$ cat src/rtl/pframe_pkg.sv
`timescale 1ns/1ps
// pframe_pkg: shared widths and the register address map of the picture
// frame border generator. Assumes a 3-bit register address space.
package pframe_pkg;
    localparam int HPOS_W_D  = 11;
    localparam int LINE_W_D  = 10;
    localparam int VREG_W_D  = 9;
    localparam int VOFS_D    = 128;
    localparam int COL_W_D   = 8;
    localparam int CODE_W_D  = 4;
    localparam int ID_W_D    = 3;
    localparam int NCH_D     = 3;
    localparam int DATA_W_D  = 16;
    localparam int ADDR_W_D  = 3;

    typedef enum logic [ADDR_W_D-1:0] {
        REG_HBEG  = 3'd0,
        REG_HEND  = 3'd1,
        REG_VBEG  = 3'd2,
        REG_VEND  = 3'd3,
        REG_COL0  = 3'd4,
        REG_COL1  = 3'd5,
        REG_COL2  = 3'd6,
        REG_PRIO  = 3'd7
    } reg_addr_e;
endpackage

$ cat src/rtl/pframe_regs.sv
`timescale 1ns/1ps
// pframe_regs: settings store of the border generator.
// Holds window limits, per-channel base/contrast and the priority setup.
// Assumes single-cycle writes; a written value takes effect on the next cycle.
module pframe_regs
    import pframe_pkg::*;
#(
    parameter int HPOS_W = HPOS_W_D,
    parameter int VREG_W = VREG_W_D,
    parameter int COL_W  = COL_W_D,
    parameter int CODE_W = CODE_W_D,
    parameter int ID_W   = ID_W_D,
    parameter int NCH    = NCH_D,
    parameter int DATA_W = DATA_W_D,
    parameter int ADDR_W = ADDR_W_D
) (
    input  logic                          clk,
    input  logic                          rst_n,
    input  logic                          wr_en_i,
    input  logic [ADDR_W-1:0]             wr_addr_i,
    input  logic [DATA_W-1:0]             wr_data_i,
    output logic [HPOS_W-1:0]             hbeg_o,
    output logic [HPOS_W-1:0]             hend_o,
    output logic [VREG_W-1:0]             vbeg_o,
    output logic [VREG_W-1:0]             vend_o,
    output logic [NCH-1:0][COL_W-1:0]     base_o,
    output logic [NCH-1:0][CODE_W-1:0]    code_o,
    output logic [ID_W-1:0]               id_o,
    output logic                          en_o
);
    localparam int EN_BIT     = 8;
    localparam int VEND_RST   = 57;
    localparam int CODE_RST   = 8;
    localparam int COL_ADDR0  = 4;

    // Upper data bits are not decoded by any register.
    logic unused_wr_bits;
    assign unused_wr_bits = ^{wr_data_i[DATA_W-1:COL_W+CODE_W]};

    // Window and priority registers: reset defaults, then addressed writes.
    always_ff @(posedge clk) begin
        if (!rst_n) begin
            hbeg_o <= '0;
            hend_o <= '0;
            vbeg_o <= '0;
            vend_o <= VREG_W'(VEND_RST);
            id_o   <= '1;
            en_o   <= 1'b1;
        end else if (wr_en_i) begin
            case (reg_addr_e'(wr_addr_i))
                REG_HBEG: hbeg_o <= wr_data_i[HPOS_W-1:0];
                REG_HEND: hend_o <= wr_data_i[HPOS_W-1:0];
                REG_VBEG: vbeg_o <= wr_data_i[VREG_W-1:0];
                REG_VEND: vend_o <= wr_data_i[VREG_W-1:0];
                REG_PRIO: begin
                    id_o <= wr_data_i[ID_W-1:0];
                    en_o <= wr_data_i[EN_BIT];
                end
                default: ;
            endcase
        end
    end

    // One colour register per channel, placed at consecutive addresses.
    for (genvar c = 0; c < NCH; c++) begin : g_col
        always_ff @(posedge clk) begin
            if (!rst_n) begin
                base_o[c] <= '0;
                code_o[c] <= CODE_W'(CODE_RST);
            end else if (wr_en_i && (wr_addr_i == ADDR_W'(COL_ADDR0 + c))) begin
                base_o[c] <= wr_data_i[COL_W-1:0];
                code_o[c] <= wr_data_i[COL_W+CODE_W-1:COL_W];
            end
        end
    end
endmodule

$ cat src/rtl/pframe_raster.sv
`timescale 1ns/1ps
// pframe_raster: pixel and line counters plus the border decision.
// The pixel counter clears on hsync, the line counter clears on vsync and
// advances on every other hsync; both saturate. border_o is combinational
// from the counters and settings for the pixel presented this cycle.
module pframe_raster #(
    parameter int HPOS_W = pframe_pkg::HPOS_W_D,
    parameter int LINE_W = pframe_pkg::LINE_W_D,
    parameter int VREG_W = pframe_pkg::VREG_W_D,
    parameter int VOFS   = pframe_pkg::VOFS_D
) (
    input  logic              clk,
    input  logic              rst_n,
    input  logic              hsync_i,
    input  logic              vsync_i,
    input  logic [HPOS_W-1:0] hbeg_i,
    input  logic [HPOS_W-1:0] hend_i,
    input  logic [VREG_W-1:0] vbeg_i,
    input  logic [VREG_W-1:0] vend_i,
    output logic              border_o
);
    logic [HPOS_W-1:0] hcnt;
    logic [LINE_W-1:0] vcnt;
    logic [LINE_W-1:0] vtop, vbot;
    logic              h_full, h_off, h_out, v_out;

    // Pixel counter: restart on hsync, otherwise count up and hold at max.
    always_ff @(posedge clk) begin
        if (!rst_n)              hcnt <= '0;
        else if (hsync_i)        hcnt <= '0;
        else if (hcnt != '1)     hcnt <= hcnt + 1'b1;
    end

    // Line counter: restart on vsync, advance per hsync, hold at max.
    always_ff @(posedge clk) begin
        if (!rst_n)                          vcnt <= '0;
        else if (vsync_i)                    vcnt <= '0;
        else if (hsync_i && (vcnt != '1))    vcnt <= vcnt + 1'b1;
    end

    // Border decision for the current pixel position.
    always_comb begin
        h_full   = (hbeg_i == '1);
        h_off    = (hbeg_i == '0);
        h_out    = h_full | (!h_off & ((hcnt < hbeg_i) | (hcnt > hend_i)));
        vtop     = LINE_W'(vbeg_i) + LINE_W'(VOFS);
        vbot     = LINE_W'(vend_i) + LINE_W'(VOFS);
        v_out    = (vbeg_i != '0) & ((vcnt < vtop) | (vcnt > vbot));
        border_o = h_out | v_out;
    end

    assert_hsync_clear_R3: assert property (@(posedge clk) disable iff (!rst_n)
        hsync_i |=> (hcnt == '0));
    assert_vsync_clear_R5: assert property (@(posedge clk) disable iff (!rst_n)
        vsync_i |=> (vcnt == '0));
    assert_line_step_R5: assert property (@(posedge clk) disable iff (!rst_n)
        (hsync_i && !vsync_i && vcnt != '1) |=> (vcnt == $past(vcnt) + 1'b1));
endmodule

$ cat src/rtl/pframe_amp.sv
`timescale 1ns/1ps
// pframe_amp: border amplitude of one channel, base * (code + 4), with
// invalid codes above 13 folded to 13 and the product clamped to full scale.
// Purely combinational.
module pframe_amp #(
    parameter int COL_W    = pframe_pkg::COL_W_D,
    parameter int CODE_W   = pframe_pkg::CODE_W_D,
    parameter int MAX_CODE = 13,
    parameter int CODE_OFS = 4
) (
    input  logic [COL_W-1:0]  base_i,
    input  logic [CODE_W-1:0] code_i,
    output logic [COL_W-1:0]  amp_o
);
    localparam int PROD_W = COL_W + CODE_W + 1;

    logic [CODE_W-1:0] code_eff;
    logic [PROD_W-1:0] factor, prod;

    // Fold invalid codes, scale, and clamp.
    always_comb begin
        code_eff = (code_i > CODE_W'(MAX_CODE)) ? CODE_W'(MAX_CODE) : code_i;
        factor   = PROD_W'(code_eff) + PROD_W'(CODE_OFS);
        prod     = PROD_W'(base_i) * factor;
        amp_o    = (prod > PROD_W'({COL_W{1'b1}})) ? '1 : prod[COL_W-1:0];
    end

    always_comb begin
        assert_zero_base_R6: assert (base_i != '0 || amp_o == '0);
        assert_invalid_fold_R7: assert (code_i <= CODE_W'(MAX_CODE) || base_i == '0 || amp_o != '0);
    end
endmodule

$ cat src/rtl/pframe_gen.sv
`timescale 1ns/1ps
// pframe_gen: picture frame border generator top.
// Replaces pixels outside the programmed window with a per-channel border
// colour and reports the overlay priority while inserting. Assumes one pixel
// per clock and sync strobes one cycle wide. One cycle of latency.
module pframe_gen
    import pframe_pkg::*;
#(
    parameter int HPOS_W = HPOS_W_D,
    parameter int LINE_W = LINE_W_D,
    parameter int VREG_W = VREG_W_D,
    parameter int VOFS   = VOFS_D,
    parameter int COL_W  = COL_W_D,
    parameter int CODE_W = CODE_W_D,
    parameter int ID_W   = ID_W_D,
    parameter int NCH    = NCH_D,
    parameter int DATA_W = DATA_W_D,
    parameter int ADDR_W = ADDR_W_D
) (
    input  logic                  clk,
    input  logic                  rst_n,
    input  logic                  hsync_i,
    input  logic                  vsync_i,
    input  logic [NCH*COL_W-1:0]  pix_i,
    input  logic                  wr_en_i,
    input  logic [ADDR_W-1:0]     wr_addr_i,
    input  logic [DATA_W-1:0]     wr_data_i,
    output logic [NCH*COL_W-1:0]  pix_o,
    output logic [ID_W-1:0]       prio_o
);
    logic [HPOS_W-1:0]          hbeg, hend;
    logic [VREG_W-1:0]          vbeg, vend;
    logic [NCH-1:0][COL_W-1:0]  base;
    logic [NCH-1:0][CODE_W-1:0] code;
    logic [ID_W-1:0]            id;
    logic                       en;
    logic                       border;
    logic [NCH*COL_W-1:0]       fill;

    pframe_regs #(
        .HPOS_W(HPOS_W), .VREG_W(VREG_W), .COL_W(COL_W), .CODE_W(CODE_W),
        .ID_W(ID_W), .NCH(NCH), .DATA_W(DATA_W), .ADDR_W(ADDR_W)
    ) u_regs (
        .clk(clk), .rst_n(rst_n),
        .wr_en_i(wr_en_i), .wr_addr_i(wr_addr_i), .wr_data_i(wr_data_i),
        .hbeg_o(hbeg), .hend_o(hend), .vbeg_o(vbeg), .vend_o(vend),
        .base_o(base), .code_o(code), .id_o(id), .en_o(en)
    );

    pframe_raster #(
        .HPOS_W(HPOS_W), .LINE_W(LINE_W), .VREG_W(VREG_W), .VOFS(VOFS)
    ) u_raster (
        .clk(clk), .rst_n(rst_n), .hsync_i(hsync_i), .vsync_i(vsync_i),
        .hbeg_i(hbeg), .hend_i(hend), .vbeg_i(vbeg), .vend_i(vend),
        .border_o(border)
    );

    for (genvar c = 0; c < NCH; c++) begin : g_amp
        pframe_amp #(.COL_W(COL_W), .CODE_W(CODE_W)) u_amp (
            .base_i(base[c]), .code_i(code[c]),
            .amp_o(fill[c*COL_W +: COL_W])
        );
    end

    // Output stage: insert border colour and priority, or pass video through.
    always_ff @(posedge clk) begin
        if (!rst_n) begin
            pix_o  <= '0;
            prio_o <= '0;
        end else if (en && border) begin
            pix_o  <= fill;
            prio_o <= id;
        end else begin
            pix_o  <= pix_i;
            prio_o <= '0;
        end
    end

    assert_pass_when_off_R8: assert property (@(posedge clk) disable iff (!rst_n)
        !en |=> (prio_o == '0 && pix_o == $past(pix_i)));
    assert_full_line_prio_R4: assert property (@(posedge clk) disable iff (!rst_n)
        (en && hbeg == '1) |=> (prio_o == $past(id)));
    assert_prio_needs_en_R8: assert property (@(posedge clk) disable iff (!rst_n)
        (prio_o != '0) |-> $past(en));
    assert_off_horiz_R4: assert property (@(posedge clk) disable iff (!rst_n)
        (hbeg == '0 && vbeg == '0) |=> (pix_o == $past(pix_i)));
endmodule

$ cat config.mk
export PLATFORM = sky130hd
export DESIGN_NAME = pframe_gen
export DESIGN_NICKNAME = d
export VERILOG_FILES = /design/src/rtl/pframe_pkg.sv /design/src/rtl/pframe_regs.sv /design/src/rtl/pframe_raster.sv /design/src/rtl/pframe_amp.sv /design/src/rtl/pframe_gen.sv
export SDC_FILE = /design/constraint.sdc
export NUM_CORES = 1
export LEC_CHECK = 0
export CORE_ASPECT_RATIO = 1.4
export CORE_MARGIN = 3
export CORE_UTILIZATION = 50
export DETAILED_ROUTE_END_ITERATION = 16
export DONT_BUFFER_PORTS = 1
export SLEW_MARGIN = 30
export SYNTH_ARGS = -nofsm -noshare
export SYNTH_HDL_FRONTEND = slang
export SYNTH_SLANG_ARGS = --single-unit
$ cat constraint.sdc
create_clock -name clk -period 5.7 [get_ports clk]
set_input_delay 0.285 -clock clk [delete_from_list [all_inputs] [get_ports clk]]
set_output_delay 0.285 -clock clk [all_outputs]
set_load 0.05 [all_outputs]
; ---- After elaboration in Yosys (flattened, before gate mapping)
; Index checks and enable logic that the tools add are counted.
[totals]
reg_bits = 128
word_cells = 77
output_inout_bits = 27
input_bits = 48
[op_classes]
bitwise_logic = 7
muxes = 7
addsub = 7
eq_ne = 10
n_lt_le_gt_ge = 10
reduce_logical = 17
mul = 3
[op_table]
columns = cell, n
row1 = $gt 13x8->1 const B, 3
row2 = $mul 8x13->13, 3
row3 = $mux 24, 1
row4 = $mux 8, 3
row5 = $add 9x8->10 const B, 2
row6 = $add 4x3->5 const B, 3
row7 = $eq 3x3->1 const B, 4
row8 = $gt 4x4->1 const B, 3
row9 = $mux 4, 3
row10 = $reduce_and 2->1, 6
row11 = $add 11x1->11 const B, 1
row12 = $eq 11x11->1 const B, 1
row13 = $gt 11x11->1, 1
row14 = $logic_not 11->1, 1
row15 = $lt 11x11->1, 1
row16 = $ne 11x11->1 const B, 1
row17 = $add 10x1->10 const B, 1
row18 = $gt 10x10->1, 1
row19 = $lt 10x10->1, 1
row20 = $ne 10x10->1 const B, 1
row21 = $reduce_bool 9->1, 1
row22 = $eq 3x2->1 const B, 2
row23 = $logic_and 1x1->1, 5
row24 = $or 1x1->1, 4
row25 = other kinds (6), 8

; ---- Depth between registers and ports, before layout
; Gate-level depths: netlist (run 1).
[depth]
depth_word = 7
depth_mapped = 17
ltp_nobuf = 17

; ---- Cells and area by module
; A second synthesis (run 1) with hierarchy kept.
[hier_totals]
hier_cells = 1160
hier_area_um2 = 10322.4
[modules_own_cells]
columns = module, cells_each, n_inst, seq_area_each_um2, area_per_inst_um2
row1 = pframe_regs, 288, 1, 1601.5, 3007.9
row2 = pframe_raster, 253, 1, 420.4, 2028.2
row3 = pframe_amp at g_amp[2].u_amp, 169, 1, 0.0, 1425.1
row4 = pframe_amp at g_amp[0].u_amp, 169, 1, 0.0, 1407.6
row5 = pframe_amp at g_amp[1].u_amp, 163, 1, 0.0, 1358.8
row6 = pframe_gen, 118, 1, 540.5, 1094.8

; ---- Least setup slack after synthesis (run 1)
; No wires, ideal clock.
[synth_path]
path_type = register to register
start = register u_regs.code_o[10] (netlist bit)
end = register pix_o[23]
arrival_time_ps = 4444
path_buffers = 0
synth_period_minus_slack_ps = 4563
setup_time_ps = 119
t_required_ps = 5581
setup_slack_ps = 1137
stages_incl_launch_ff = 16
cell_sequence = dfxtp_1 > ha_1 > a21oi_1 > nand2_1 > fa_1 > fa_1 > inv_1 > fa_1 > ha_1 > o21a_1 > a2111oi_2 > nor2_1 > a2111o_1 > o211ai_1 > o2111ai_2 > o221a_2
[synth_between]
elab_chain_len = 7
[synth_rtl]
columns = item, line
row1 = "start, declared", pframe_regs.sv:27  ; output logic [NCH-1:0][CODE_W-1:0] code_o,
row2 = "start signal, assigned by index", pframe_regs.sv:69  ; code_o[c] <= CODE_W'(CODE_RST);
row3 = "start signal, assigned by index", pframe_regs.sv:72  ; code_o[c] <= wr_data_i[COL_W+CODE_W-1:COL_W];
row4 = $gt 4x4->1, pframe_amp.sv:22  ; code_eff = (code_i > CODE_W'(MAX_CODE)) ? CODE_W'(MAX_CODE) : code_i;
row5 = $mux 4 *, pframe_amp.sv:22
row6 = $add 4x3->5 *, pframe_amp.sv:23  ; factor = PROD_W'(code_eff) + PROD_W'(CODE_OFS);
row7 = $mul 8x13->13 *, pframe_amp.sv:24  ; prod = PROD_W'(base_i) * factor;
row8 = $gt 13x8->1, pframe_amp.sv:25  ; amp_o = (prod > PROD_W'({COL_W{1'b1}})) ? '1 : prod[COL_W-1:0];
row9 = $mux 8 *, pframe_amp.sv:25
row10 = $mux 24 *, pframe_gen.sv:70  ; end else if (en && border) begin
row11 = "end signal, assigned", pframe_gen.sv:71  ; pix_o <= fill;
row12 = "end signal, assigned", pframe_gen.sv:74  ; pix_o <= pix_i;
row13 = "end, declared", pframe_gen.sv:28  ; output logic [NCH*COL_W-1:0] pix_o,
; Mark *: on every way between the ends. The rest lies on a longest branch, timed or not.
; A chain may end at the register's enable or synchronous reset.

; ---- Worst setup path in the final report (run 1)
[layout_path]
start = register u_regs.code_o[10] (netlist bit)
end = register pix_o[22]
; Same word-level chain as after synthesis.

==> results by stage, run 1 <==
Drt:
- The number of DRC markers after the initial detailed-route iteration is 327.
- The detailed-routing iteration count for the pre-antenna-repair pass is 4.
- The final layout contains routed wiring with a total length of roughly 24000 µm.
- For this run, design rule violations remaining after detail routing come to 0.
- The post-detailed-route count of antenna-violating nets is 0.
- Dividing the detail-routed via count by the number of cells gives roughly 5.5.
- The final routed wire length divided by cell count is 16.8 µm.
- The vias after detailed routing is just under 8000.

Floorplanning:
- The die width is between 100 and 150 µm.
- The area enclosed by the die boundary is around 21000 µm².
- The site row count is 59.
- The floorplan step set the die height to around 170 µm.
- The initial utilization of the core area, before any placement, comes to 51.5%.
- The number of I/O pins is 75.
- The core region is 18800 µm².

Logic synthesis:
- The combined area of all synthesized cells is 9700 µm².
- The total of warnings raised by yosys is 0.
- The biggest area contributor in the post-synthesis netlist is sky130_fd_sc_hd__dfxtp_1.
- The area fraction of the dominant cell type after synthesis is a little over a quarter.
- The synthesized net count is 1355.
- Counting flops and latches in the post-synthesis netlist gives ~130.
- The cell count after synthesis came out at 1140.
- In this run, distinct cell masters in the synthesized netlist total 59.
- Averaged over all synthesized cells, the footprint is 8.50 µm².
- The number of enable-type register cells in the synthesized netlist is 0.
- After synthesis, the share of flip-flops with an asynchronous set or reset is 0%.
- Ranked by total cell area, the synthesized netlist is headed by sky130_fd_sc_hd__dfxtp_1 26%, sky130_fd_sc_hd__ha_1 15%, sky130_fd_sc_hd__fa_1 11%.
- The share of the yosys chip area belonging to registers is 26.4%.
- The most used flip-flop cell after synthesis is sky130_fd_sc_hd__dfxtp_1.

Setup path:
- The worst setup path is captured at a flip-flop.
- The maximum net fanout on the critical path is 8.
- The worst setup path category is flip-flop to flip-flop.
- The worst register-to-register path ends at pix_o[22].
- The data required time of the critical path is 6.01 ns.
- In this run the worst setup path begins at u_regs.code_o[10].
- The critical path ends at pix_o[22].
- The number of cells on the worst reg-to-reg path is 15.
- The arrival time of the worst setup path is 5.37 ns.
- The beginning of the worst register-to-register path is u_regs.code_o[10].
- The startpoint type of the worst setup path is a flip-flop.
- The reg-to-reg setup timing slack is 0.65 ns.

CTS:
- The CTS root buffer is sky130_fd_sc_hd__clkbuf_16.
- Counting every sink on the clock net gives 128.
- The clock network latency to the later pin of the worst-skew pair is 0.43 ns.
- In this run, post-CTS repair resized a total of 0 instances.
- Clock-pin slew was measured on the worst setup and hold paths at 0.07 ns.
- The longest clock path from root to sink contains 2 buffers.
- After clock tree synthesis, the setup repair step added 0 buffers.
- The H-tree generated during clock tree synthesis spans 4 levels.
- TritonCTS built the clock tree.
- For this design, the CTS-stage hold fixing added 20 buffers.
- The number of buffers inserted during clock tree synthesis is 17.

Timing:
- The minimum clock period is 5.05 ns.
- The sum of negative setup slack is 0 ns.
- The max-slew violation total from the final report is 0.
- Setup violations remaining at the end of the flow were counted as 0.
- The final worst-path setup slack is 0.646 ns.
- Between clock sinks in the finished design, the worst skew comes to 0.0125 ns.
- The worst pin sits at a relative slew slack of 46.0%.
- The final number of hold-violating endpoints is 0.
- The final clock period utilization by the worst path is 88.7%.
- At the pin with the least slew margin, the transition time is 0.806 ns.
- Setup repair after global routing left no endpoint under its margin.
- Derived from the worst setup path, the maximum achievable clock frequency is 0.198 GHz.

Power and ir drop:
- The relative contribution of combinational cells to total power is 9.9%.
- The largest vdd supply drop is 0.191 mV.
- The internal power summed over all cells is 1.63 mW.
- The clock network accounts for between 40% and 50% of the total power.
- The power density relative to cell area is 227 nW/µm².
- Sequential cells burn 45.1% of the power.
- The power spent charging and discharging nets is 787 µW.
- The static leakage is roughly 4.7 nW.
- Of the total power, the share spent switching nets is 32.5%.

Cells and area:
- After routing the design area is 10700 µm².
- The number of inserted diodes is 0.
- The ratio of cells with drive above 1 in the final layout is 5.78%.
- In the layout the commonest cells are 217 x sky130_fd_sc_hd__nand2_1, 128 x sky130_fd_sc_hd__dfxtp_1, 113 x sky130_fd_sc_hd__ha_1.
- The number of standard cells in the final layout excluding fillers is about 1400.
- For this run, the share of the core covered by cells in the final layout is 56.7%.
- The count of fill cells added during filler insertion is 1758.
- The layout-stage area growth over the synthesis result is 10.2%.
- The total number of nets in the final design is 1361.
- The most common library cell in the layout ignoring fill and taps is sky130_fd_sc_hd__nand2_1.

GRT:
- The number of global-route vias before repair is 7583.
- Entering global routing, the biggest net connects 54 pins.
- The first global-routing pass estimated 38500 µm of wire.
- The number of antenna violations at the first check in global routing is 0.
- The leftover overflow at the end of global routing is 0.
- The overall fraction of global-route tracks in use is between 20% and 30%.

Hold path:
- The type of the tightest min-delay check is input pin to flip-flop.

Place:
- The congestion estimate from routability-driven global placement came to 0.811.
- The number of cells after detailed placement is 1350.
- The detailed placer's ending HPWL is 16900 µm.
- The count of buffers inserted at the top-level ports is 0.
- The post-placement worst setup slack is 0.654 ns.
- The total placed instance area is 9870 µm².

Flow run:
- The number of maximum-capacitance violations is 0.

Outcome:
- The flow ran to the end, and the final reports show no timing, DRC or antenna violations.
state kept, by name, summed over array words and instances (netlist names):
signal	flops
u_regs.base_o	24
u_regs.vend_o	9
u_regs.vbeg_o	9
u_regs.id_o	3
u_raster.vcnt	10
pix_o	24
u_regs.en_o	1
u_regs.hbeg_o	11
prio_o	3
u_regs.hend_o	11
u_regs.code_o	12
u_raster.hcnt	11
power by group through the flow:
| stage | combinational, mW | clock, mW | sequential (mW) |
|---|---|---|---|
| floorplan | 0.189 | 0 | 1.10 |
| global placement | 0.205 | 0 | 1.11 |
| detailed placement | 0.209 | 0 | 1.11 |
| CTS | 0.242 | 1.11 | 1.09 |
| global route | 0.270 | 1.15 | 1.10 |
| finish | 0.241 | 1.09 | 1.09 |
per-layer routing:
layer | share of wire (%) | vias up | routed length [µm] | global-route usage [%]
met5 | 0 | - | 0 | 0
met4 | 2.2 | 0 | 514 | 7.90
met3 | 4.5 | 40 | 1060 | 4.96
met2 | 52 | 143 | 12200 | 42.1
met1 | 41 | 3686 | 9760 | 27.5
li1 | - | 3893 | - | -
critical path: stages, from the launching register on:
cell                        delay (ns)
sky130_fd_sc_hd__dfxtp_1          0.35
sky130_fd_sc_hd__ha_1             0.24
sky130_fd_sc_hd__a21oi_1          0.48
sky130_fd_sc_hd__nand2_1          0.14
sky130_fd_sc_hd__fa_1             0.48
sky130_fd_sc_hd__fa_1             0.54
sky130_fd_sc_hd__inv_1            0.05
sky130_fd_sc_hd__fa_1             0.47
sky130_fd_sc_hd__ha_1             0.36
sky130_fd_sc_hd__o21a_1           0.22
sky130_fd_sc_hd__a2111oi_2        0.36
sky130_fd_sc_hd__nor2_1           0.14
sky130_fd_sc_hd__a2111o_1         0.43
sky130_fd_sc_hd__o211ai_1         0.11
sky130_fd_sc_hd__o2111ai_2        0.24
sky130_fd_sc_hd__o221a_2          0.32
kinds of logic after synthesis:
| family | after synthesis | synth area share [%] |
|---|---|---|
| compound gates | 216 | 16.8 |
| xor+xnor | 24 | 2.17 |
| fa+ha+maj | 167 | 25.7 |
| buf+inv | 143 | 5.70 |
| flops | 128 | 26.4 |
| mux | 9 | 0.929 |
| simple gates | 453 | 22.2 |
per-stage QoR:
stage | hold WS, ns | power (mW)
6_report | 0.00834 | 2.42
2_1_floorplan | 0.409 | 1.29
3_3_place_gp | 0.364 | 1.32
5_1_grt | 0.00590 | 2.52
4_1_cts | 0.000379 | 2.44
3_5_place_dp | 0.365 | 1.32
cells in the mapped netlist, types with 2 or more instances:
cell type	instances
sky130_fd_sc_hd__a21oi_1	37
sky130_fd_sc_hd__nand2b_1	16
sky130_fd_sc_hd__a211oi_1	9
sky130_fd_sc_hd__or4_1	2
sky130_fd_sc_hd__o31a_1	2
sky130_fd_sc_hd__and3_1	6
sky130_fd_sc_hd__clkbuf_1	30
sky130_fd_sc_hd__nor4_1	6
sky130_fd_sc_hd__buf_6	2
sky130_fd_sc_hd__nor2b_1	22
sky130_fd_sc_hd__or3_1	6
sky130_fd_sc_hd__ha_1	113
sky130_fd_sc_hd__nand3_1	26
sky130_fd_sc_hd__nor3b_1	2
sky130_fd_sc_hd__fa_1	54
sky130_fd_sc_hd__xor2_1	12
sky130_fd_sc_hd__a31oi_1	3
sky130_fd_sc_hd__mux2i_1	9
sky130_fd_sc_hd__nand2_1	217
sky130_fd_sc_hd__and4_1	3
sky130_fd_sc_hd__o221a_2	23
sky130_fd_sc_hd__o21ai_0	20
sky130_fd_sc_hd__a211o_1	2
sky130_fd_sc_hd__xnor2_1	12
sky130_fd_sc_hd__a2111oi_0	2
sky130_fd_sc_hd__nand4_1	14
sky130_fd_sc_hd__dfxtp_1	128
sky130_fd_sc_hd__a21boi_0	70
sky130_fd_sc_hd__inv_1	109
sky130_fd_sc_hd__nor3_1	10
sky130_fd_sc_hd__a21o_1	6
sky130_fd_sc_hd__a311oi_1	2
sky130_fd_sc_hd__o2111ai_1	4
sky130_fd_sc_hd__o211ai_1	7
sky130_fd_sc_hd__o22ai_1	3
sky130_fd_sc_hd__and2_1	75
sky130_fd_sc_hd__o21bai_1	2
sky130_fd_sc_hd__nor2_1	44
sky130_fd_sc_hd__a22o_1	3
sky130_fd_sc_hd__o21a_1	7
sky130_fd_sc_hd__o41ai_2	2
layout make-up:
class                           count  area, µm²  share of cell area, %
Tap cell                          244        305                   2.86
Sequential cell                   128       2560                   24.0
Clock buffer                       17        425                   3.98
Clock inverter                     15        169                   1.58
Timing Repair Buffer               21        220                   2.06
Inverter                          109        409                   3.83
Multi-Input combinational cell    869       6590                   61.7
worst min path at each step:
stage,start,to,slack [ns],cells after the start
5_1_grt,wr_data_i[7],u_regs.base_o[15],0.006,2
3_3_place_gp,rst_n,u_regs.en_o,0.36,1
2_1_floorplan,wr_data_i[11],u_regs.code_o[11],0.41,2
3_5_place_dp,rst_n,u_regs.en_o,0.37,1
4_1_cts,rst_n,u_regs.vbeg_o[6],0.0004,1
6_report,wr_data_i[6],u_regs.vbeg_o[6],0.008,2
Power figures use the tool's default switching activity.
==> run 2: changes to the inputs <==
- CELL_PAD_IN_SITES_DETAIL_PLACEMENT: default -> 1
- CELL_PAD_IN_SITES_GLOBAL_PLACEMENT: default -> 2
- CORE_UTILIZATION: 50 -> 40
- GPL_ROUTABILITY_DRIVEN: default -> 0
- PLACE_DENSITY_LB_ADDON: default -> 0.1
- SLEW_MARGIN: 30 -> 15
==> run 2 against run 1 <==
Compared with the run above: critical path depth rose by 1; routed wire length grew 12%; global-route usage fell by 2.6 points; count of clock-buffer cells in the layout is 2 higher; highest routed layer unchanged; fmax is 0.97% lower; clock power shrank 4%; critical path type unchanged.
==> results by stage, run 2 (synthesis results as in run 1) <==
Timing:
- The transition at the pin with the smallest max-transition slack was 0.775 ns (-0.0310 ns).
- The sum of negative setup slack came to 0 ns (unchanged).
- The final clock period utilization by the worst path is 89.5% (+0.87 points).
- The minimum clock period is 5.10 ns (+0.0496 ns).
- The worst-case clock skew came to 0.0117 ns (-0.000802 ns).
- The final count of negative-setup-slack endpoints is 0 (unchanged).
- Setup repair after global routing left no endpoint under its margin.
- The highest clock rate was 0.196 GHz (-0.97%).
- The final number of hold-violating endpoints was 0 (unchanged).
- The max-slew headroom at the worst pin came to 48.1% (+2.1 points).
- The max-slew violation total from the final report is 0 (unchanged).

CTS:
- The buffers inserted during post-CTS setup optimization came to 0 (unchanged).
- The clock network latency to the later pin of the worst-skew pair is 0.43 ns (about the same).
- The CTS sink count is 128 (unchanged).
- The number of buffers inserted during clock tree synthesis is 17 (unchanged).
- The deepest clock path buffer count is 2 (unchanged).
- The depth of the CTS H-tree is 4 (unchanged).
- The clock-pin slew of the registers on the worst-case setup and hold paths is 0.07 ns (about the same).
- The CTS root buffer is sky130_fd_sc_hd__clkbuf_16.
- The quantity of gates resized following cts is 0 (unchanged).
- TritonCTS built the clock tree.

Floorplanning:
- The area enclosed by the die boundary is 26200 µm² (+24%).
- The number of I/O pins came to 75 (unchanged).
- The chip height is 190 µm (+11%).
- The site row count is 66 (+12%).
- The effective utilization at floorplan is 41.2% (-10 points).
- The area of the placeable core is 23500 µm² (+25%).
- The die width is 138 µm (+11%).

Setup path:
- The maximum net fanout on the critical path is 8 (unchanged).
- The arrival time of the worst setup path came to 5.42 ns (+0.05 ns).
- The worst register-to-register path begins at u_regs.code_o[6].
- The startpoint type of the worst setup path is a flip-flop.
- The data required time of the critical path came to 6.01 ns (about the same).
- The worst setup path is of the flip-flop to flip-flop kind.
- The element type at the critical path end is a flip-flop.
- The launching element of the worst setup path is u_regs.code_o[6].

Power and ir drop:
- The internal power summed over all cells is 1.66 mW (+1.6%).
- The relative contribution of combinational cells to total power is 10.4% (+0.5 points).
- The power spent charging and discharging nets came to 731 µW (-7.0%).
- The static leakage is 4.68 nW (-0.20%).
- The power density relative to cell area is 223 nW/µm² (-1.5%).
- The switching part of the total power came to 30.6% (-1.9 points).
- The clock power share is 44.0% (-0.9 points).
- The largest vdd supply drop is 0.203 mV (+6.0%).
- The part of the total power dissipated in sequential elements is 45.6% (+0.5 points).

Cells and area:
- The largest registers in the layout are pix_o: 24 flops, u_regs.base_o: 24 flops, u_regs.code_o: 12 flops.
- The number of standard cells in the final layout excluding fillers is 1467 (+4.6%).
- The ratio of cells with drive above 1 in the final layout is 5.69% (-0.091 points).
- The most common library cell in the layout ignoring fill and taps is sky130_fd_sc_hd__nand2_1.
- The multi-input combinational cell area came to 6580 µm² (-0.15%).
- The register area is 2560 µm² (unchanged).
- In the layout the commonest cells are 217 x sky130_fd_sc_hd__nand2_1, 128 x sky130_fd_sc_hd__dfxtp_1, 113 x sky130_fd_sc_hd__ha_1.
- The total number of nets in the final design is 1362 (+0.073%).
- The count of fill cells added during filler insertion is 2825 (+61%).
- The layout-stage area growth over the synthesis result is 10.5%.

Place:
- The number of cells after detailed placement is 1415 (+4.8%).
- The detailed placer's ending HPWL was 19000 µm (+12%).
- The count of buffers inserted at the top-level ports is 0 (unchanged).

GRT:
- The number of global-route vias before repair came to 8270 (+9.1%).
- The first-pass GRT wire length is 42900 µm (+11%).
- The pin count of the biggest net entering global routing is 62 (+15%).
- The leftover overflow at the end of global routing is 0 (unchanged).
- The overall fraction of global-route tracks in use was 20.9% (-2.6 points).
- The number of antenna violations at the first check in global routing is 1 (+1).

Drt:
- The number of DRC markers after the initial detailed-route iteration is 292 (-11%).
- The vias after detailed routing is 7893 (+1.7%).
- The post-detailed-route count of antenna-violating nets is 0 (unchanged).
- The detailed-routing iteration count for the pre-antenna-repair pass is 4 (unchanged).
- The final routed wire length divided by cell count is 18.0 µm (+6.9%).
- The count of unresolved DRC violations after routing was 0 (unchanged).
- The post-detailed-route via-to-cell ratio is 5.38 (-2.7%).
- The total wire length after detailed routing is 26400 µm (+12%).

Outcome:
- The run finished with clean final reports.

Hold path:
- The type of the tightest min-delay check is input pin to flip-flop.
- The startpoint of the tightest hold check path is wr_data_i[2].

Flow run:
- The number of maximum-capacitance violations is 0 (unchanged).
==> run 2: cell types whose count changed in the layout (fill, tap and decap cells not counted), moves of 2 or more <==
cell	change
sky130_fd_sc_hd__buf_4	+3
sky130_fd_sc_hd__nor3_2	-2
sky130_fd_sc_hd__nor3_1	+2
sky130_fd_sc_hd__inv_8	-4
sky130_fd_sc_hd__clkinv_8	-4
sky130_fd_sc_hd__clkinv_2	+5
sky130_fd_sc_hd__dlygate4sd3_1	-2
==> run 2: worst paths after layout <==
check	cells past startpoint	to	slack, ns
setup / recovery	16	pix_o[13]	0.60
hold / removal	2	u_regs.base_o[10]	0.02
setup reg to reg	16	pix_o[13]	0.60
hold reg to reg	2	u_regs.hend_o[2]	0.46
==> run 2: per-stage QoR <==
stage / setup WS (ns) / hold slack [ns] / power (mW) / util, % / instance area, µm²
4_1_cts: 0.563 / 0.000849 / 2.43 / 45.5 / 10700
6_report: 0.596 / 0.0170 / 2.39 / 45.5 / 10700
2_1_floorplan: 1.14 / 0.409 / 1.29 / - / 9700
5_1_grt: 0.171 / 0.00155 / 2.49 / 45.5 / 10700
3_5_place_dp: 0.588 / 0.364 / 1.33 / 42.3 / 9960
3_3_place_gp: 0.631 / 0.366 / 1.33 / 42.3 / 9960
==> run 2: layer usage <==
metal  vias up  GRT usage [%]  wire [µm]
li1       3898              -          -
met1      3876           24.9      11500
met2        95           38.3      13800
met3        24           3.83        751
met4         0           4.65        317
met5         -              0          0
==> run 2: final cells by class <==
cell class | instances | area share (%)
Multi-Input combinational cell | 869 | 61.4
Sequential cell | 128 | 23.9
Clock buffer | 19 | 4.13
Inverter | 109 | 3.82
Tap cell | 306 | 3.57
Timing Repair Buffer | 22 | 2.08
Clock inverter | 13 | 1.05
Antenna cell | 1 | 0.0234
==> run 2: what timing repair did <==
action / CTS / global route
endpoints found under the setup margin: 0 / 0
endpoints found under the hold margin: 66 / 3
hold buffers: 18 / 1
==> run 2: power groups by stage <==
stage / registers, mW / clock network, mW / logic, mW
5_1_grt: 1.10 / 1.11 / 0.279
2_1_floorplan: 1.10 / 0 / 0.189
3_3_place_gp: 1.11 / 0 / 0.215
4_1_cts: 1.09 / 1.08 / 0.254
6_report: 1.09 / 1.05 / 0.248
3_5_place_dp: 1.11 / 0 / 0.221
==> run 2: critical path, stage by stage (launching register included) <==
cell and delay, ns:
sky130_fd_sc_hd__dfxtp_1 0.34, sky130_fd_sc_hd__ha_1 0.24, sky130_fd_sc_hd__a21oi_1 0.48, sky130_fd_sc_hd__and2_1 0.23, sky130_fd_sc_hd__fa_1 0.46, sky130_fd_sc_hd__fa_1 0.56
sky130_fd_sc_hd__inv_1 0.06, sky130_fd_sc_hd__fa_1 0.53, sky130_fd_sc_hd__inv_1 0.04, sky130_fd_sc_hd__ha_1 0.37, sky130_fd_sc_hd__nand3_1 0.12, sky130_fd_sc_hd__o2111ai_1 0.19
sky130_fd_sc_hd__a21o_1 0.22, sky130_fd_sc_hd__a21oi_1 0.17, sky130_fd_sc_hd__mux2i_1 0.21, sky130_fd_sc_hd__o2111ai_1 0.39, sky130_fd_sc_hd__o221a_2 0.38
==> run 3: changes to the inputs <==
- CORE_UTILIZATION: 40 -> 25
==> run 3 against run 2 <==
Compared with the run above: routed wire length up 14%; count of clock-buffer cells in the layout down 1; hold slack better by 0.022 ns; critical endpoint is now pix_o[21]; critical path depth down 1; sequential share of layout area down 0.64 points; largest power group is now clock; die area up 57%; final cell count up 14%; critical path type unchanged; via count down 0.99%; non-clock buffer count down 2; clock power up 6%; register-to-register slack better by 0.02 ns.
==> results by stage, run 3 (synthesis results as in run 1) <==
Power and ir drop:
- The static leakage is 4.69 nW (+0.22%).
- The power density relative to cell area was 225 nW/µm² (+0.71%).
- The largest vdd supply drop is 0.154 mV (-24%).

Floorplanning:
- The effective utilization at floorplan is 25.6% (-16 points).
- The area of the placeable core is 37900 µm² (+61%).
- The number of I/O pins is 75 (unchanged).
- The die width came to 172 µm (+25%).
- The chip height is 239 µm (+26%).
- The site row count is 84 (+27%).
- The area enclosed by the die boundary is 41200 µm² (+57%).

Flow run:
- The number of maximum-capacitance violations is 0 (unchanged).

Setup path:
- The maximum net fanout on the critical path is 8 (unchanged).
- The arrival time of the worst setup path is 5.41 ns (about the same).
- The family of cells with the greatest summed delay on the critical path is compound AO/OA/AOI/OAI gates.
- Among the stages of the critical path, the cell type that occurs most often is sky130_fd_sc_hd__fa_1.
- Traced cell by cell, the critical path runs through ha_1 > a21oi_1 > nand2_1 > fa_1 > fa_1 > inv_1 > fa_1 > ha_1 > o21a_1 > a2111oi_2 > nor2_1 > a2111o_1 > o211ai_1 > o2111ai_2 > o221a_2.
- The worst reg-to-reg path cell count came to 15 (-1).
- The delay contributed by the slowest stage of the critical path is 0.55 ns (about the same).
- The critical path depth came to 15 (-1).
- The reg-to-reg setup timing slack is 0.61 ns (+0.02 ns).
- The worst setup path category is flip-flop to flip-flop.
- The worst setup path is launched from a flip-flop.
- The element type at the critical path end is a flip-flop.
- The data required time of the critical path is 6.03 ns (+0.02 ns).
- The number of buffers and inverters on the critical path is 1 (-1).
- The cell at the slowest stage of the critical path is sky130_fd_sc_hd__fa_1.

GRT:
- The number of global-route vias before repair is 8485 (+2.6%).
- The leftover overflow at the end of global routing is 0 (unchanged).
- The number of antenna violations at the first check in global routing was 2 (+1).
- The overall fraction of global-route tracks in use came to 15.2% (-5.6 points).
- The pin count of the biggest net entering global routing is 65 (+4.8%).
- The first-pass GRT wire length was 48100 µm (+12%).

Drt:
- The vias after detailed routing was 7815 (-0.99%).
- The total wire length after detailed routing was 30000 µm (+14%).
- The count of unresolved DRC violations after routing is 0 (unchanged).
- The number of DRC markers after the initial detailed-route iteration is 216 (-26%).
- The post-detailed-route via-to-cell ratio is 4.66 (-13%).
- The final routed wire length divided by cell count is 17.9 µm (-0.43%).
- The post-detailed-route count of antenna-violating nets is 0 (unchanged).
- The detailed-routing iteration count for the pre-antenna-repair pass came to 4 (unchanged).

Cells and area:
- Leaving out fill and tap cells, the most frequent cell in the layout is sky130_fd_sc_hd__nand2_1.
- The utilization after layout is 29.0% (-17 points).
- From synthesis to final layout, the design area changed by 13.6%.
- The largest registers in the layout are pix_o: 24 flops, u_regs.base_o: 24 flops, u_regs.code_o: 12 flops.
- The total number of nets in the final design is 1360 (-0.15%).
- In the layout the commonest cells are 217 x sky130_fd_sc_hd__nand2_1, 128 x sky130_fd_sc_hd__dfxtp_1, 113 x sky130_fd_sc_hd__ha_1.
- The ratio of cells with drive above 1 in the final layout is 6.13% (+0.44 points).

Timing:
- The sum of negative setup slack is 0 ns (unchanged).
- The final count of negative-setup-slack endpoints was 0 (unchanged).
- The minimum clock period is 5.09 ns (-0.0185 ns).
- The max-slew headroom at the worst pin is 38.2% (-9.9 points).
- The max-slew violation total from the final report is 0 (unchanged).
- The worst-case clock skew was 0.0102 ns (-0.00149 ns).
- The highest clock rate is 0.197 GHz (+0.36%).
- The transition at the pin with the smallest max-transition slack is 0.923 ns (+0.147 ns).
- Setup repair after global routing left no endpoint under its margin.
- The final number of hold-violating endpoints is 0 (unchanged).
- The final clock period utilization by the worst path is 89.2% (-0.33 points).

Place:
- The count of buffers inserted at the top-level ports was 0 (unchanged).
- The detailed placer's ending HPWL is 22200 µm (+17%).

CTS:
- The clock-pin slew of the registers on the worst-case setup and hold paths was 0.07 ns (about the same).
- The depth of the CTS H-tree was 4 (unchanged).
- The clock network latency to the later pin of the worst-skew pair came to 0.44 ns (about the same).
- The deepest clock path buffer count is 2 (unchanged).
- The CTS sink count is 128 (unchanged).
- TritonCTS built the clock tree.
- The quantity of gates resized following cts is 0 (unchanged).
- The number of buffers inserted during clock tree synthesis is 17 (unchanged).
- The CTS root buffer is sky130_fd_sc_hd__clkbuf_16.

Hold path:
- The min-delay analysis places its worst path in the category input pin to flip-flop.
- The number of stages on the worst hold path is 1 (-1).

Outcome:
- The flow ran to the end, and the final reports show no timing, DRC or antenna violations.
==> run 3: cell count changes in the layout (fill, tap and decap cells not counted), sizes merged <==
cell,delta
inv,+4
dlygate4sd3,-4
buf,+2
clkinv,-3
clkbuf,-1
diode,+2
==> run 3: final timing paths <==
path,from,endpoint
setup / recovery,u_regs.code_o[10],pix_o[21]
hold reg to reg,u_regs.code_o[0],u_regs.code_o[0]
setup reg to reg,u_regs.code_o[10],pix_o[21]
hold / removal,pix_i[10],pix_o[10]
==> run 3: per-layer routing <==
layer / wire length [µm] / track usage (%) / vias up
li1: - / - / 3893
met1: 13400 / 18.6 / 3827
met2: 15200 / 26.9 / 76
met3: 946 / 3.01 / 19
met4: 441 / 4.55 / 0
met5: 0 / 0 / -
==> run 3: area by class of cell <==
class | instances | area [µm²]
diodes | 3 | 7.51
clock buffers | 18 | 439
clock inverters | 14 | 145
fillers | 4444 | 26900
inverters | 109 | 409
multi-input cells | 869 | 6590
flip-flops and latches | 128 | 2560
well taps | 516 | 646
repair buffers | 20 | 218
==> run 3: what timing repair did <==
item / 4_1_cts / 5_1_grt
endpoints found under the hold margin: 93 / 0
hold buffers: 16 / 0
buffers inserted: 0 / 0
==> run 3: stage by stage <==
| stage | setup slack, ns | cells | cell area [µm²] | total power, mW | hold WS [ns] |
|---|---|---|---|---|---|
| 6_report | 0.615 | 1677 | 11000 | 2.48 | 0.0386 |
| 3_5_place_dp | 0.581 | 1626 | 10200 | 1.35 | 0.388 |
| 4_1_cts | 0.566 | 1674 | 11000 | 2.53 | 0.00664 |
| 2_1_floorplan | 1.14 | 1140 | 9700 | 1.29 | 0.409 |
| 5_1_grt | 0.249 | 1675 | 11000 | 2.60 | 0.0112 |
| 3_3_place_gp | 0.628 | 1626 | 10200 | 1.35 | 0.386 |
==> run 3: power by group <==
group	internal [mW]	switching (mW)	total, mW	leakage, nW
logic	0.107	0.162	0.269	3.37
clock network	0.626	0.488	1.11	0.278
registers	0.943	0.150	1.09	1.04
